<file path="config.mk">
export PLATFORM = sky130hd
export DESIGN_NAME = uc_merge_buf
export DESIGN_NICKNAME = d
export VERILOG_FILES = /design/src/rtl/ucm_pkg.sv /design/src/rtl/ucm_pick_low.sv /design/src/rtl/ucm_enq_decide.sv /design/src/rtl/uc_merge_buf.sv
export SDC_FILE = /design/constraint.sdc
export NUM_CORES = 1
export LEC_CHECK = 0
export BUFFER_PORTS_ARGS = -buffer_cell sky130_fd_sc_hd__buf_2
export CELL_PAD_IN_SITES_DETAIL_PLACEMENT = 2
export CELL_PAD_IN_SITES_GLOBAL_PLACEMENT = 2
export CORE_MARGIN = 4
export CORE_UTILIZATION = 46
export DETAILED_ROUTE_END_ITERATION = 12
export PLACE_DENSITY_LB_ADDON = 0.1
export SLEW_MARGIN = 40
export SYNTH_ARGS = -nofsm -noshare
export SYNTH_HDL_FRONTEND = slang
export SYNTH_SLANG_ARGS = --single-unit
</file>
<file path="constraint.sdc">
create_clock -name clk -period 16 [get_ports clk]
set_clock_uncertainty 0.1 [all_clocks]
set_input_delay 0 -clock clk [delete_from_list [all_inputs] [get_ports clk]]
set_output_delay 0 -clock clk [all_outputs]
set_load 0.03 [all_outputs]
</file>
<file path="src/rtl/ucm_pkg.sv">
package ucm_pkg;

  typedef enum logic [1:0] {
    ENQ_REJECT = 2'd0,
    ENQ_NEW    = 2'd1,
    ENQ_WAIT   = 2'd2,
    ENQ_MERGE  = 2'd3
  } enq_kind_e;

  // true when m is a run of 1, 2, 4 or 8 bytes starting on a multiple of its size
  function automatic logic mask_is_natural(input logic [7:0] m);
    logic ok;
    logic [15:0] pat;
    ok = 1'b0;
    for (int s = 0; s < 4; s++) begin
      for (int o = 0; o < 8; o += (1 << s)) begin
        pat = ((16'd1 << (1 << s)) - 16'd1) << o;
        if (m == pat[7:0]) ok = 1'b1;
      end
    end
    return ok;
  endfunction

  function automatic logic [2:0] lowest_byte(input logic [7:0] m);
    logic [2:0] r;
    r = 3'd0;
    for (int i = 7; i >= 0; i--) begin
      if (m[i]) r = 3'(i);
    end
    return r;
  endfunction

endpackage

</file>
<file path="src/rtl/ucm_pick_low.sv">
module ucm_pick_low #(
  parameter int N  = 4,
  parameter int IW = 2
) (
  input  logic [N-1:0]  req,
  output logic          found,
  output logic [IW-1:0] idx
);
  always_comb begin
    found = 1'b0;
    idx   = '0;
    for (int i = N - 1; i >= 0; i--) begin
      if (req[i]) begin
        found = 1'b1;
        idx   = IW'(i);
      end
    end
  end
endmodule

</file>
<file path="src/rtl/ucm_enq_decide.sv">
module ucm_enq_decide
  import ucm_pkg::*;
#(
  parameter int N  = 4,
  parameter int BW = 29,
  parameter int TW = 2,
  parameter int IW = 2
) (
  input  logic          req_cmd,
  input  logic [BW-1:0] req_blk,
  input  logic [7:0]    req_mask,
  input  logic          req_nc,
  input  logic [TW-1:0] req_attr,
  input  logic [N-1:0]  st_valid,
  input  logic [N-1:0]  st_inflight,
  input  logic [N-1:0]  st_waitret,
  input  logic          ent_cmd  [N],
  input  logic [BW-1:0] ent_blk  [N],
  input  logic [7:0]    ent_mask [N],
  input  logic          ent_nc   [N],
  input  logic [TW-1:0] ent_attr [N],
  input  logic          issue_valid,
  input  logic [IW-1:0] issue_id,
  input  logic          resp_valid,
  input  logic [IW-1:0] resp_id,
  input  logic          free_found,
  input  logic [IW-1:0] free_idx,
  output enq_kind_e     kind,
  output logic [IW-1:0] tgt_idx
);
  logic [N-1:0] can_merge, bad, busy;
  logic         m_found;
  logic [IW-1:0] m_idx;

  always_comb begin
    for (int e = 0; e < N; e++) begin
      logic hit, cond, issuing, closing;
      hit     = st_valid[e] && (ent_blk[e] == req_blk);
      cond    = req_nc && ent_nc[e] && (ent_cmd[e] == req_cmd) &&
                (ent_attr[e] == req_attr) && mask_is_natural(ent_mask[e] | req_mask);
      issuing = issue_valid && (issue_id == IW'(e));
      closing = resp_valid && (resp_id == IW'(e));
      can_merge[e] = hit && cond && !st_inflight[e] && !st_waitret[e] && !issuing;
      bad[e]       = hit && !cond;
      busy[e]      = hit && ((st_inflight[e] && !closing) || issuing);
    end
  end

  ucm_pick_low #(.N(N), .IW(IW)) u_merge_pick (
    .req(can_merge), .found(m_found), .idx(m_idx)
  );

  always_comb begin
    tgt_idx = free_idx;
    if (|bad)             kind = ENQ_REJECT;
    else if (m_found)     begin kind = ENQ_MERGE; tgt_idx = m_idx; end
    else if (!free_found) kind = ENQ_REJECT;
    else if (|busy)       kind = ENQ_WAIT;
    else                  kind = ENQ_NEW;
  end
endmodule

</file>
<file path="src/rtl/uc_merge_buf.sv">
module uc_merge_buf
  import ucm_pkg::*;
#(
  parameter int ENTRIES = 4,
  parameter int ADDR_W  = 32,
  parameter int ATTR_W  = 2,
  localparam int IDX_W  = $clog2(ENTRIES),
  localparam int BLK_W  = ADDR_W - 3
) (
  input  logic               clk,
  input  logic               rst,
  input  logic               req_valid,
  output logic               req_ready,
  input  logic               req_cmd,
  input  logic [ADDR_W-1:0]  req_paddr,
  input  logic [ADDR_W-1:0]  req_vaddr,
  input  logic [63:0]        req_data,
  input  logic [7:0]         req_mask,
  input  logic               req_nc,
  input  logic [ATTR_W-1:0]  req_attr,
  output logic               id_valid,
  output logic [IDX_W-1:0]   id_out,
  input  logic               issue_valid,
  input  logic [IDX_W-1:0]   issue_id,
  input  logic               resp_valid,
  input  logic [IDX_W-1:0]   resp_id,
  input  logic [63:0]        resp_data,
  output logic [ENTRIES-1:0] st_valid,
  output logic [ENTRIES-1:0] st_inflight,
  output logic [ENTRIES-1:0] st_waitsame,
  output logic [ENTRIES-1:0] st_waitret,
  output logic               out_valid,
  output logic [IDX_W-1:0]   out_id,
  output logic               out_cmd,
  output logic [ADDR_W-1:0]  out_paddr,
  output logic [ADDR_W-1:0]  out_vaddr,
  output logic [63:0]        out_data,
  output logic [7:0]         out_mask
);
  // entry payload, no reset
  logic              e_cmd   [ENTRIES];
  logic [ADDR_W-1:0] e_paddr [ENTRIES];
  logic [ADDR_W-1:0] e_vaddr [ENTRIES];
  logic [63:0]       e_data  [ENTRIES];
  logic [7:0]        e_mask  [ENTRIES];
  logic              e_nc    [ENTRIES];
  logic [ATTR_W-1:0] e_attr  [ENTRIES];
  logic [BLK_W-1:0]  e_blk   [ENTRIES];

  logic             free_found, deq_found;
  logic [IDX_W-1:0] free_idx, deq_idx, tgt_idx;
  enq_kind_e        kind;
  logic             accept, do_alloc, do_merge;
  logic [7:0]       mm;
  logic [63:0]      md;
  logic [2:0]       m_low;

  always_comb begin
    for (int e = 0; e < ENTRIES; e++) e_blk[e] = e_paddr[e][ADDR_W-1:3];
  end

  ucm_pick_low #(.N(ENTRIES), .IW(IDX_W)) u_free_pick (
    .req(~st_valid), .found(free_found), .idx(free_idx)
  );

  ucm_pick_low #(.N(ENTRIES), .IW(IDX_W)) u_deq_pick (
    .req(st_valid & st_waitret), .found(deq_found), .idx(deq_idx)
  );

  ucm_enq_decide #(.N(ENTRIES), .BW(BLK_W), .TW(ATTR_W), .IW(IDX_W)) u_decide (
    .req_cmd(req_cmd), .req_blk(req_paddr[ADDR_W-1:3]), .req_mask(req_mask),
    .req_nc(req_nc), .req_attr(req_attr),
    .st_valid(st_valid), .st_inflight(st_inflight), .st_waitret(st_waitret),
    .ent_cmd(e_cmd), .ent_blk(e_blk), .ent_mask(e_mask), .ent_nc(e_nc),
    .ent_attr(e_attr),
    .issue_valid(issue_valid), .issue_id(issue_id),
    .resp_valid(resp_valid), .resp_id(resp_id),
    .free_found(free_found), .free_idx(free_idx),
    .kind(kind), .tgt_idx(tgt_idx)
  );

  assign req_ready = (kind != ENQ_REJECT);
  assign accept    = req_valid && req_ready;
  assign do_alloc  = accept && (kind == ENQ_NEW || kind == ENQ_WAIT);
  assign do_merge  = accept && (kind == ENQ_MERGE);

  // merged view of the target entry
  always_comb begin
    mm = e_mask[tgt_idx] | req_mask;
    for (int b = 0; b < 8; b++) begin
      md[8*b +: 8] = req_mask[b] ? req_data[8*b +: 8] : e_data[tgt_idx][8*b +: 8];
    end
    m_low = lowest_byte(mm);
  end

  always_ff @(posedge clk) begin
    if (do_alloc) begin
      e_cmd[tgt_idx]   <= req_cmd;
      e_paddr[tgt_idx] <= req_paddr;
      e_vaddr[tgt_idx] <= req_vaddr;
      e_data[tgt_idx]  <= req_data;
      e_mask[tgt_idx]  <= req_mask;
      e_nc[tgt_idx]    <= req_nc;
      e_attr[tgt_idx]  <= req_attr;
    end else if (do_merge) begin
      e_mask[tgt_idx]  <= mm;
      e_data[tgt_idx]  <= md;
      e_paddr[tgt_idx] <= {e_paddr[tgt_idx][ADDR_W-1:3], m_low};
      e_vaddr[tgt_idx] <= {e_vaddr[tgt_idx][ADDR_W-1:3], m_low};
    end
    if (resp_valid && !e_cmd[resp_id]) e_data[resp_id] <= resp_data;
  end

  always_ff @(posedge clk) begin
    if (rst) begin
      st_valid    <= '0;
      st_inflight <= '0;
      st_waitsame <= '0;
      st_waitret  <= '0;
    end else begin
      for (int e = 0; e < ENTRIES; e++) begin
        if (resp_valid && st_valid[e] && (resp_id != IDX_W'(e)) &&
            (e_blk[e] == e_blk[resp_id]))
          st_waitsame[e] <= 1'b0;
        if (issue_valid && issue_id == IDX_W'(e)) st_inflight[e] <= 1'b1;
        if (resp_valid && resp_id == IDX_W'(e)) begin
          st_inflight[e] <= 1'b0;
          st_waitret[e]  <= 1'b1;
        end
        if (deq_found && deq_idx == IDX_W'(e)) begin
          st_valid[e]    <= 1'b0;
          st_inflight[e] <= 1'b0;
          st_waitsame[e] <= 1'b0;
          st_waitret[e]  <= 1'b0;
        end
        if (do_alloc && tgt_idx == IDX_W'(e)) begin
          st_valid[e]    <= 1'b1;
          st_inflight[e] <= 1'b0;
          st_waitsame[e] <= (kind == ENQ_WAIT);
          st_waitret[e]  <= 1'b0;
        end
      end
    end
  end

  always_ff @(posedge clk) begin
    if (rst) begin
      id_valid  <= 1'b0;
      id_out    <= '0;
      out_valid <= 1'b0;
      out_id    <= '0;
      out_cmd   <= 1'b0;
      out_paddr <= '0;
      out_vaddr <= '0;
      out_data  <= '0;
      out_mask  <= '0;
    end else begin
      id_valid  <= accept;
      id_out    <= tgt_idx;
      out_valid <= deq_found;
      out_id    <= deq_idx;
      out_cmd   <= e_cmd[deq_idx];
      out_paddr <= e_paddr[deq_idx];
      out_vaddr <= e_vaddr[deq_idx];
      out_data  <= e_data[deq_idx];
      out_mask  <= e_mask[deq_idx];
    end
  end
endmodule

</file>
# Word level (Yosys, flattened, before mapping)
# Memories as Yosys holds them, arrays and structs flattened. A register that Yosys moved wholly into a read port is not among the register bits.
# Cells that the tools add are included.
# W data, S select, Z words.
[word_totals]
register_bits = 79
mem_bits_rw = 512
input_bits = 213
wordCells = 484
mem_count = 3
[classes]
order_cmp = 4
eq_ne = 103
n_mux = 173
bitwise_logic = 22
n_reduce_logical = 141
[mem_list]
columns = ["name", "words", "word_bits", "rd", "rd_ports_with_merged_regs", "write_ports", "line", "source"]
rows = [
  ["e_data", 4, 64, 1, 1, 2, "uc_merge_buf.sv:44", "logic [63:0] e_data [ENTRIES];"],
  ["e_paddr", 4, 32, 5, 1, 1, "uc_merge_buf.sv:42", "logic [ADDR_W-1:0] e_paddr [ENTRIES];"],
  ["e_vaddr", 4, 32, 1, 1, 1, "uc_merge_buf.sv:43", "logic [ADDR_W-1:0] e_vaddr [ENTRIES];"],
]
[ops]
columns = ["cell", "n"]
rows = [
  ["$eq A29 B29 Y1", 8],
  ["$mux W8", 21],
  ["$eq A8 B8 Y1 const B", 16],
  ["$mux W29", 4],
  ["$mux W1", 104],
  ["$eq A8 B4 Y1 const B", 12],
  ["$logic_and A1 B1 Y1", 81],
  ["$bwmux W32", 2],
  ["$eq A8 B2 Y1 const B", 8],
  ["$eq A8 B6 Y1 const B", 8],
  ["$mux W32", 2],
  ["$bmux W29 S2", 1],
  ["$or A8 B8 Y8", 5],
  ["$mux W2", 19],
  ["$bmux W8 S2", 2],
  ["$eq A8 B1 Y1 const B", 4],
  ["$eq A8 B3 Y1 const B", 4],
  ["$eq A8 B5 Y1 const B", 4],
  ["$eq A8 B7 Y1 const B", 4],
  ["$mux W3", 10],
  ["$reduce_or A4 Y1", 6],
  ["$logic_not A1 Y1", 21],
  ["$eq A2 B2 Y1 const B", 10],
  ["$reduce_and A2 Y1", 9],
  ["24 further kinds", 78],
]

# Depth between registers and ports, before layout
# Gate-level depths: netlist of run 1.
[depth]
depth_word = 42
depth_mapped = 17
depth_no_buf = 16

# Cells and area by module
# A second synthesis of run 1 with hierarchy kept.
[hier_totals]
cells_unflattened = 2839
hier_area_um2 = 34854.7
[by_module_without_submodules]
columns = ["module", "instances", "cells_per_inst", "area_per_inst_um2"]
rows = [
  ["uc_merge_buf", 1, 2514, 32537.5],
  ["ucm_enq_decide", 1, 304, 2212.1],
  ["ucm_pick_low", 3, 7, 35.0],
]

# Least setup slack after synthesis of run 1
# Ideal clock, no wire load.
[synth_timing]
path_type = "reg-to-reg"
start = "register e_mask[16] in the netlist's numbering"
end = "register st_waitsame[0]"
setup_ns = 0.128
arrival_ns = 5.893
path_slack_ns = 9.879
path_stages_with_launch = 17
synth_period_minus_slack_ns = 6.121
path_cell_list = "edfxtp_1 -> or4_1 -> nor2_1 -> a21oi_1 -> o21a_1 -> or2_1 -> o32ai_2 -> o21a_2 -> a21oi_1 -> ha_1 -> nor2b_1 -> nand2_1 -> clkbuf_1 -> nor2_1 -> nor2_1 -> a21oi_1 -> nor2_1"
[synth_between]
elab_chain_cells = 31
word_cells_on_any_way = 57
classes_between = "eq/ne (17); mux (24); bitwise (1); reduce/logical (15)"
[synth_rtl]
columns = ["element", "line", "source"]
rows = [
  ["from (decl)", "uc_merge_buf.sv:45", "logic [7:0] e_mask [ENTRIES];"],
  ["from (signal, indexed assignment)", "uc_merge_buf.sv:102", "e_mask[tgt_idx] <= req_mask;"],
  ["from (signal, indexed assignment)", "uc_merge_buf.sv:106", "e_mask[tgt_idx] <= mm;"],
  ["$or A8 B8 Y8 *", "ucm_enq_decide.sv:40", "(ent_attr[e] == req_attr) && mask_is_natural(ent_mask[e] | req_mask);"],
  ["$eq A8 B1 Y1", "ucm_pkg.sv:18", "if (m == pat[7:0]) ok = 1'b1;"],
  ["$mux W1 (14 in a row)", "ucm_pkg.sv:18", ""],
  ["$mux W1 *", "ucm_pkg.sv:18", ""],
  ["$logic_and A1 B1 Y1 *", "ucm_enq_decide.sv:40", ""],
  ["$logic_and A1 B1 Y1 (4 in a row)", "ucm_enq_decide.sv:43", "can_merge[e] = hit && cond && !st_inflight[e] && !st_waitret[e] && !issuing;"],
  ["$mux W1 (2 in a row)", "ucm_pick_low.sv:13", "if (req[i]) begin"],
  ["$mux W2", "ucm_enq_decide.sv:56", "else if (m_found) begin kind = ENQ_MERGE; tgt_idx = m_idx; end"],
  ["$mux W2", "ucm_enq_decide.sv:55", "if (|bad) kind = ENQ_REJECT;"],
  ["$eq A2 B1 Y1, or another cell as far along", "uc_merge_buf.sv:84", "assign do_alloc = accept && (kind == ENQ_NEW || kind == ENQ_WAIT);"],
  ["$logic_or A1 B1 Y1 / $logic_and A1 B1 Y1 (equally long branches)", "uc_merge_buf.sv:84, uc_merge_buf.sv:83", ""],
  ["$logic_and A1 B1 Y1", "uc_merge_buf.sv:84", ""],
  ["$logic_and A1 B1 Y1", "uc_merge_buf.sv:136", "if (do_alloc && tgt_idx == IDX_W'(e)) begin"],
  ["$reduce_bool A3 Y1 (no source line) / $mux W1 (equally long branches)", "--", ""],
  ["to (signal, indexed assignment)", "uc_merge_buf.sv:139", "st_waitsame[e] <= (kind == ENQ_WAIT);"],
  ["to (decl)", "uc_merge_buf.sv:30", "output logic [ENTRIES-1:0] st_waitsame,"],
]
# Every way passes the cells marked *; elsewhere a longest branch is shown, timed or not.
# A chain may end at the register's enable or synchronous reset.

==> results of run 1 <==
[what timing repair did]
action | 4_1_cts | 5_1_grt
hold endpoints to repair | 652 | 0
setup buffers | 0 | 0
hold buffers | 285 | 0
[power breakdown]
group          internal [mW]  switching (mW)  total [mW]
Clock                   1.01           0.884        1.89
Sequential              2.11          0.0610        2.17
Combinational          0.241           0.373       0.614
Total                   3.36            1.32        4.68
[worst min-delay path by stage]
| stage | slack, ns | end | start | depth (start not counted) |
|---|---|---|---|---|
| after detailed placement | 0.13 | e_vaddr[2][7]$_DFFE_PP_ | req_vaddr[7] | 1 |
| after floorplan | -0.001 | e_attr[0]$_DFFE_PP_ | req_attr[0] | 0 |
| final | 0.05 | e_vaddr[3][12]$_DFFE_PP_ | req_vaddr[12] | 2 |
| after global routing | 0.03 | e_vaddr[2][10]$_DFFE_PP_ | req_vaddr[10] | 2 |
| after CTS | 0.00008 | e_vaddr[0][7]$_DFFE_PP_ | req_vaddr[7] | 2 |
| after global placement | 0.11 | e_vaddr[0][11]$_DFFE_PP_ | req_vaddr[11] | 1 |
[state kept, by name (all words and copies together) (netlist names), 4 cells and up]
register,flops
out_vaddr,32
st_waitret,4
out_paddr,32
e_paddr,128
e_vaddr,128
e_nc,4
e_attr,8
st_waitsame,4
st_inflight,4
e_cmd,4
out_data,64
out_mask,8
st_valid,4
e_mask,32
e_data,256
[cell families after synthesis]
kind of cell / count (synthesis) / synth area share
adder cells (fa/ha/maj): 2 / 0.000741
flip-flops: 719 / 0.592
buffers and inverters: 150 / 0.0172
XOR/XNOR: 258 / 0.0669
AO/OA/AOI/OAI: 167 / 0.0321
AND/OR/NAND/NOR: 484 / 0.0799
multiplexers: 477 / 0.211
[Yosys cell counts, types with 9 or more instances]
cell / count
edfxtp_1: 560
mux2_2: 266
xnor2_1: 169
mux4_2: 161
dfxtp_1: 159
nor2b_1: 141
clkbuf_1: 89
xor2_1: 89
nor2_1: 83
nand4_1: 72
nor4_1: 57
nand2_1: 51
mux2i_1: 50
a21oi_1: 45
o21ai_0: 42
buf_1: 40
o22ai_1: 19
nor3_1: 18
inv_1: 15
nand3_1: 11
or4_1: 9
[critical path: stages (launching register included)]
cell and delay (ns):
edfxtp_1 0.50, xnor2_1 0.59, nand4_1 0.17, nor4_1 0.45
nand4_1 0.38, nor2_1 0.23, a22o_1 0.19, o31a_1 0.19
a21oi_1 0.09, ha_1 0.25, nor2b_1 0.31, nand2_1 0.52
or3_1 0.57, inv_2 0.53, buf_4 0.74
[metrics by stage]
stage	hold slack [ns]	area (um2)	cells	util
finish	0.0479	42300	3950	0.581
global route	0.0304	42300	3946	0.581
detailed placement	0.126	36900	3508	0.506
CTS	0.0000845	42300	3942	0.580
floorplan	-0.00113	33800	2257	-
global placement	0.114	36800	3504	0.505
[cell type report]
cell class | count | area (um2) | share of cell area
Sequential cell | 719 | 20000 | 0.473
Tap cell | 959 | 1200 | 0.0284
Timing Repair Buffer | 712 | 5190 | 0.123
Clock buffer | 119 | 2260 | 0.0534
Antenna cell | 8 | 20.0 | 0.000473
Clock inverter | 30 | 273 | 0.00645
Multi-Input combinational cell | 1388 | 13300 | 0.315
Inverter | 15 | 56.3 | 0.00133
[per-layer routing]
metal | vias up | global-route usage
met5 | - | 0
met4 | 2 | 0.204
met3 | 416 | 0.0574
met2 | 1255 | 0.674
met1 | 13120 | 0.426
li1 | 10038 | -
[cell usage in the layout, fill, tap and decap left out, drive strengths merged, types with 3 or more instances in the layout]
master / synthesis / final
a2111oi: 3 / 3
a31oi: 4 / 4
inv: 15 / 19
a21oi: 45 / 45
o2111ai: 3 / 3
nand4: 72 / 72
a22o: 3 / 3
o21a: 3 / 3
xnor2: 169 / 169
a221o: 3 / 3
clkinv: 0 / 24
buf: 46 / 427
diode: 0 / 8
nand3: 11 / 11
o21ai: 46 / 46
or3: 7 / 7
mux4: 161 / 161
dlygate4sd3: 0 / 285
mux2i: 50 / 50
clkbuf: 89 / 119
dfxtp: 159 / 159
nor2: 83 / 83
xor2: 89 / 89
o22ai: 19 / 19
nand2: 51 / 51
nor2b: 141 / 141
o211ai: 8 / 8
o22a: 4 / 4
and2: 6 / 6
a221oi: 4 / 4
mux2: 266 / 266
or4: 9 / 9
edfxtp: 560 / 560
nor3: 18 / 18
nand4b: 3 / 3
or2: 11 / 11
nand2b: 5 / 5
nor4: 58 / 58
==> impl_metrics.py, run 1 <==
metrics = {
    "setup_path": {
        "crit_start": "e_paddr[2][5]$_DFFE_PP_",
        "worstRegToRegCells": 14,
        "crit_fanout": 45,
        "critPathKind": "reg -> reg",
        "r2r_end": "e_vaddr[3][5]$_DFFE_PP_",
        "critPathRequiredTime_ns": 16.16,
        "ff2ff_setup_slack_ns": 9.74,
        "critPathLaunchType": "flop",
        "crit_arrival_ns": 6.42,
        "timing.rr.start": "e_paddr[2][5]$_DFFE_PP_",
        "endpoint": "e_vaddr[3][5]$_DFFE_PP_",
        "endpoint_kind": "flop",
    },
    "routing": {
        "dr_wl_met3_mm": 8.66,
        "top_layer": "met5",
        "wirelength_mm": 148,
        "avgViaCountPerCell": 6.29,
        "drt_iter0_drc": 2436,
        "drc": 0,
        "dr.pass1.iters": 5,
        "routed-via-count": 24831,
        "wl_per_cell_um": 37.4,
        "routed-wl-met2_mm": 77.2,
        "ant_nets": 0,
        "wl_met1_mm": 52.4,
    },
    "clock_tree": {
        "clk_pin_slew_ns": 0.07,
        "clock_sinks": 719,
        "cts_root_buf": "clkbuf_16",
        "ctsResizeCount": 0,
        "cts.path.max_buffers": 3,
        "htree_num_levels": 3,
        "tritoncts": "yes",
        "cts_buffers": 80,
        "insertion_delay_ns": 0.66,
    },
    "logic_synthesis": {
        "yosysUniqueCellTypes": 71,
        "synthCells": 2257,
        "synthArstFlopShare": 0,
        "synthesis.nets": 2472,
        "synth.ff_latch_count": 719,
        "seq_area_frac_synth": 0.592,
        "synthTopCellsByArea": "edfxtp_1 50%, mux4_2 11%, dfxtp_1 9.4%",
        "yosys.area.top_type": "edfxtp_1",
        "avgSynthCellArea_um2": 15.0,
        "netlist_area_mm2": 0.0338,
        "yosys_most_used_dff": "edfxtp_1",
        "synth_top_area_frac": 0.498,
        "synth_edf_count": 560,
        "yosysWarnings": 0,
    },
    "floorplanning": {
        "rows": 99,
        "die_y_um": 279,
        "fp.dieW_um": 279,
        "io_pins": 373,
        "core_mm2": 0.0728,
        "dieArea_mm2": 0.0778,
        "start_util": 0.464,
    },
    "global_route": {
        "grt_pass1_vias": 27797,
        "grt_max_degree": 96,
        "antenna_found_initial": 9,
        "grt_use_total": 0.373,
        "globalRouteOverflowTotal": 0,
        "grt_first_pass_wirelength_mm": 211,
    },
    "sta": {
        "fin_crit_sh": 0.391,
        "hold_viol": 0,
        "rsz0062_at_grt": "false",
        "finalSetupViolCount": 0,
        "tightest_slew_ns": 0.900,
        "period_needed_ns": 6.26,
        "relSlewSlack": 0.400,
        "setup_tns_ns": 0,
        "max_freq_ghz": 0.160,
        "fin_ws_ns": 9.74,
        "slew_violations": 0,
    },
    "cells_and_area": {
        "areaGrowthSynthToFinish_pct": 25.3,
        "final_layout_size_suffix_gt1_frac": 0.336,
        "nets": 3131,
        "n_fill_cell": 6379,
    },
    "power": {
        "power_mw": 4.68,
        "leakage_nw": 15.2,
        "cellPowerDensity_mw_per_mm2": 111,
        "ir_worst_vdd_uv": 108,
    },
    "place": {
        "dpl.hpwl_mm": 83.8,
        "place_ws_ns": 10.10,
        "port_buffers": 372,
        "place_congestion": 0.926,
    },
    "outcome": {
        "status": "finished clean",
    },
    "worst_hold_path": {
        "hold_path_class": "in -> reg",
    },
    "run": {
        "drv_cap": 0,
    },
}
Power figures use the tool's default switching activity.
==> run 2, diff against run 1 <==
--- a/config.mk
+++ b/config.mk
@@ -9,7 +9,7 @@
 export CELL_PAD_IN_SITES_DETAIL_PLACEMENT = 2
 export CELL_PAD_IN_SITES_GLOBAL_PLACEMENT = 2
 export CORE_MARGIN = 4
-export CORE_UTILIZATION = 46
+export CORE_UTILIZATION = 38
 export DETAILED_ROUTE_END_ITERATION = 12
 export PLACE_DENSITY_LB_ADDON = 0.1
 export SLEW_MARGIN = 40
==> constraint.sdc (replaced) <==
create_clock -name clk -period 5.4 [get_ports clk]
set_clock_uncertainty 0.1 [all_clocks]
set_input_delay 0 -clock clk [delete_from_list [all_inputs] [get_ports clk]]
set_output_delay 0 -clock clk [all_outputs]
set_load 0.03 [all_outputs]
==> impl_metrics.py, run 2 (synthesis gave the netlist of run 1 again) <==
metrics = {
    "cells_and_area": {
        "design_area_mm2": 0.0433,
        "final_cell_count_no_fill": 4223,
        "largest-register": "e_data",
        "nets": 3197,
        "largest_register_ffs": 256,
        "final_layout_size_suffix_gt1_frac": 0.344,
        "areaGrowthSynthToFinish_pct": 28.4,
        "reg_top3": "e_data x256, e_paddr x128, e_vaddr x128",
        "final_common_cell": "edfxtp_1",
        "final_cell_mix": "560 x edfxtp_1, 371 x buf_2, 297 x dlygate4sd3_1",
    },
    "floorplanning": {
        "die_y_um": 306,
        "core_mm2": 0.0882,
        "rows": 109,
        "fp.dieW_um": 306,
        "dieArea_mm2": 0.0937,
        "start_util": 0.383,
        "io_pins": 373,
    },
    "sta": {
        "hold_viol": 0,
        "max_freq_ghz": 0.194,
        "relSlewSlack": 0.419,
        "finalSetupViolCount": 0,
        "tightest_slew_ns": 0.863,
        "slew_violations": 0,
        "rsz0062_at_grt": "false",
        "period_needed_ns": 5.15,
        "fin_crit_sh": 0.953,
    },
    "setup_path": {
        "crit_fanout": 17,
        "critPathRequiredTime_ns": 5.85,
        "endpoint_kind": "flop",
        "critPathLaunchType": "flop",
        "worstRegToRegCells": 17,
        "crit_arrival_ns": 5.60,
        "critPathKind": "reg -> reg",
        "ff2ff_setup_slack_ns": 0.25,
    },
    "clock_tree": {
        "htree_num_levels": 3,
        "clock_sinks": 719,
        "insertion_delay_ns": 0.67,
        "tritoncts": "yes",
        "cts_buffers": 82,
        "cts_root_buf": "clkbuf_16",
        "cts.path.max_buffers": 3,
        "clk_pin_slew_ns": 0.06,
    },
    "routing": {
        "ant_nets": 0,
        "routed-via-count": 23267,
        "drt_iter0_drc": 1417,
        "wirelength_mm": 125,
        "wl_per_cell_um": 29.7,
        "drc": 0,
        "avgViaCountPerCell": 5.51,
        "dr.pass1.iters": 5,
    },
    "global_route": {
        "globalRouteOverflowTotal": 0,
        "antenna_found_initial": 12,
        "grt_max_degree": 76,
        "grt_pass1_vias": 26261,
        "grt_first_pass_wirelength_mm": 184,
        "grt_use_total": 0.264,
    },
    "place": {
        "port_buffers": 372,
        "dpl.hpwl_mm": 84.8,
        "place_congestion": 0.978,
        "dpl_cell_area_mm2": 0.0377,
        "numPlacedInstances": 3766,
    },
    "run": {
        "drv_cap": 0,
    },
    "worst_hold_path": {
        "hold_path_class": "in -> reg",
        "whs_path_depth": 2,
    },
    "power": {
        "ir_worst_vdd_uv": 268,
        "leakage_nw": 15.6,
        "cellPowerDensity_mw_per_mm2": 317,
    },
    "outcome": {
        "status": "finished clean",
    },
}
## run 2: cell types whose count changed in the layout (fill, tap and decap cells not counted), sizes merged
cell and delta:
diode -1, dlygate4sd3 +12, clkinv +10, inv +1
buf +52, clkbuf -11, bufinv +4
## run 2: report_power, final
group / internal [mW] / switching, mW / leakage, nW / total (mW)
sequential: 6.25 / 0.136 / 6.49 / 6.39
combinational: 0.748 / 1.01 / 7.83 / 1.76
clock: 3.18 / 2.42 / 1.30 / 5.60
total: 10.2 / 3.57 / 15.6 / 13.8
## run 2: routing by layer
metal  global-route usage  wire length [um]
met5                    0                 0
met4               0.0741              3330
met3               0.0335              4830
met2                0.488             67200
met1                0.323             50000
## run 2: through the flow
stage	power [mW]	setup slack, ns	hold slack [ns]	TNS (ns)	util
global route	14.2	0.0591	0.00495	0	0.491
detailed placement	8.06	0.218	0.119	0	0.427
CTS	13.8	0.113	0.000191	0	0.491
finish	13.8	0.254	0.0418	0	0.491
global placement	8.01	0.441	0.114	0	0.426
floorplan	7.34	-0.721	-0.00113	-122.91	-
## run 2: layout make-up
| cell class | count | area, um2 |
|---|---|---|
| diodes | 7 | 17.5 |
| clock buffers | 108 | 2230 |
| clock inverters | 45 | 417 |
| fillers | 8286 | 44900 |
| inverters | 15 | 56.3 |
| multi-input cells | 1388 | 13300 |
| flip-flops and latches | 719 | 20000 |
| well taps | 1165 | 1460 |
| repair buffers | 776 | 5910 |
## run 2: worst max-delay path, stage by stage (launching register included)
cell and delay [ns]:
edfxtp_1 0.48, xnor2_1 0.55, nand4_1 0.29, nor4_2 0.45, nand2_1 0.25, nor4_1 0.27, a22o_1 0.21, o31a_1 0.19
a21oi_1 0.07, ha_1 0.25, nor2b_1 0.35, nand2_1 0.13, buf_4 0.23, nor2_4 0.14, buf_12 0.18, buf_12 0.19
nor4_1 0.07, dlygate4sd3_1 0.59
## run 2: final timing paths
| kind | from | to |
|---|---|---|
| worst max-delay path | e_paddr[3][4]$_DFFE_PP_ | st_inflight[1]$_SDFFE_PP0P_ |
| worst min-delay path | req_vaddr[26] | e_vaddr[0][26]$_DFFE_PP_ |
| worst max register to register | e_paddr[3][4]$_DFFE_PP_ | st_inflight[1]$_SDFFE_PP0P_ |
| worst min register to register | st_waitret[0]$_SDFFE_PP0P_ | st_valid[0]$_SDFFE_PP0P_ |
## run 2: what timing repair did
action | CTS | global route
endpoints found under the setup margin | 0 | 9
hold endpoints to repair | 633 | 0
hold buffers | 297 | 0
setup buffers | 0 | 0
resized for setup | 0 | 1
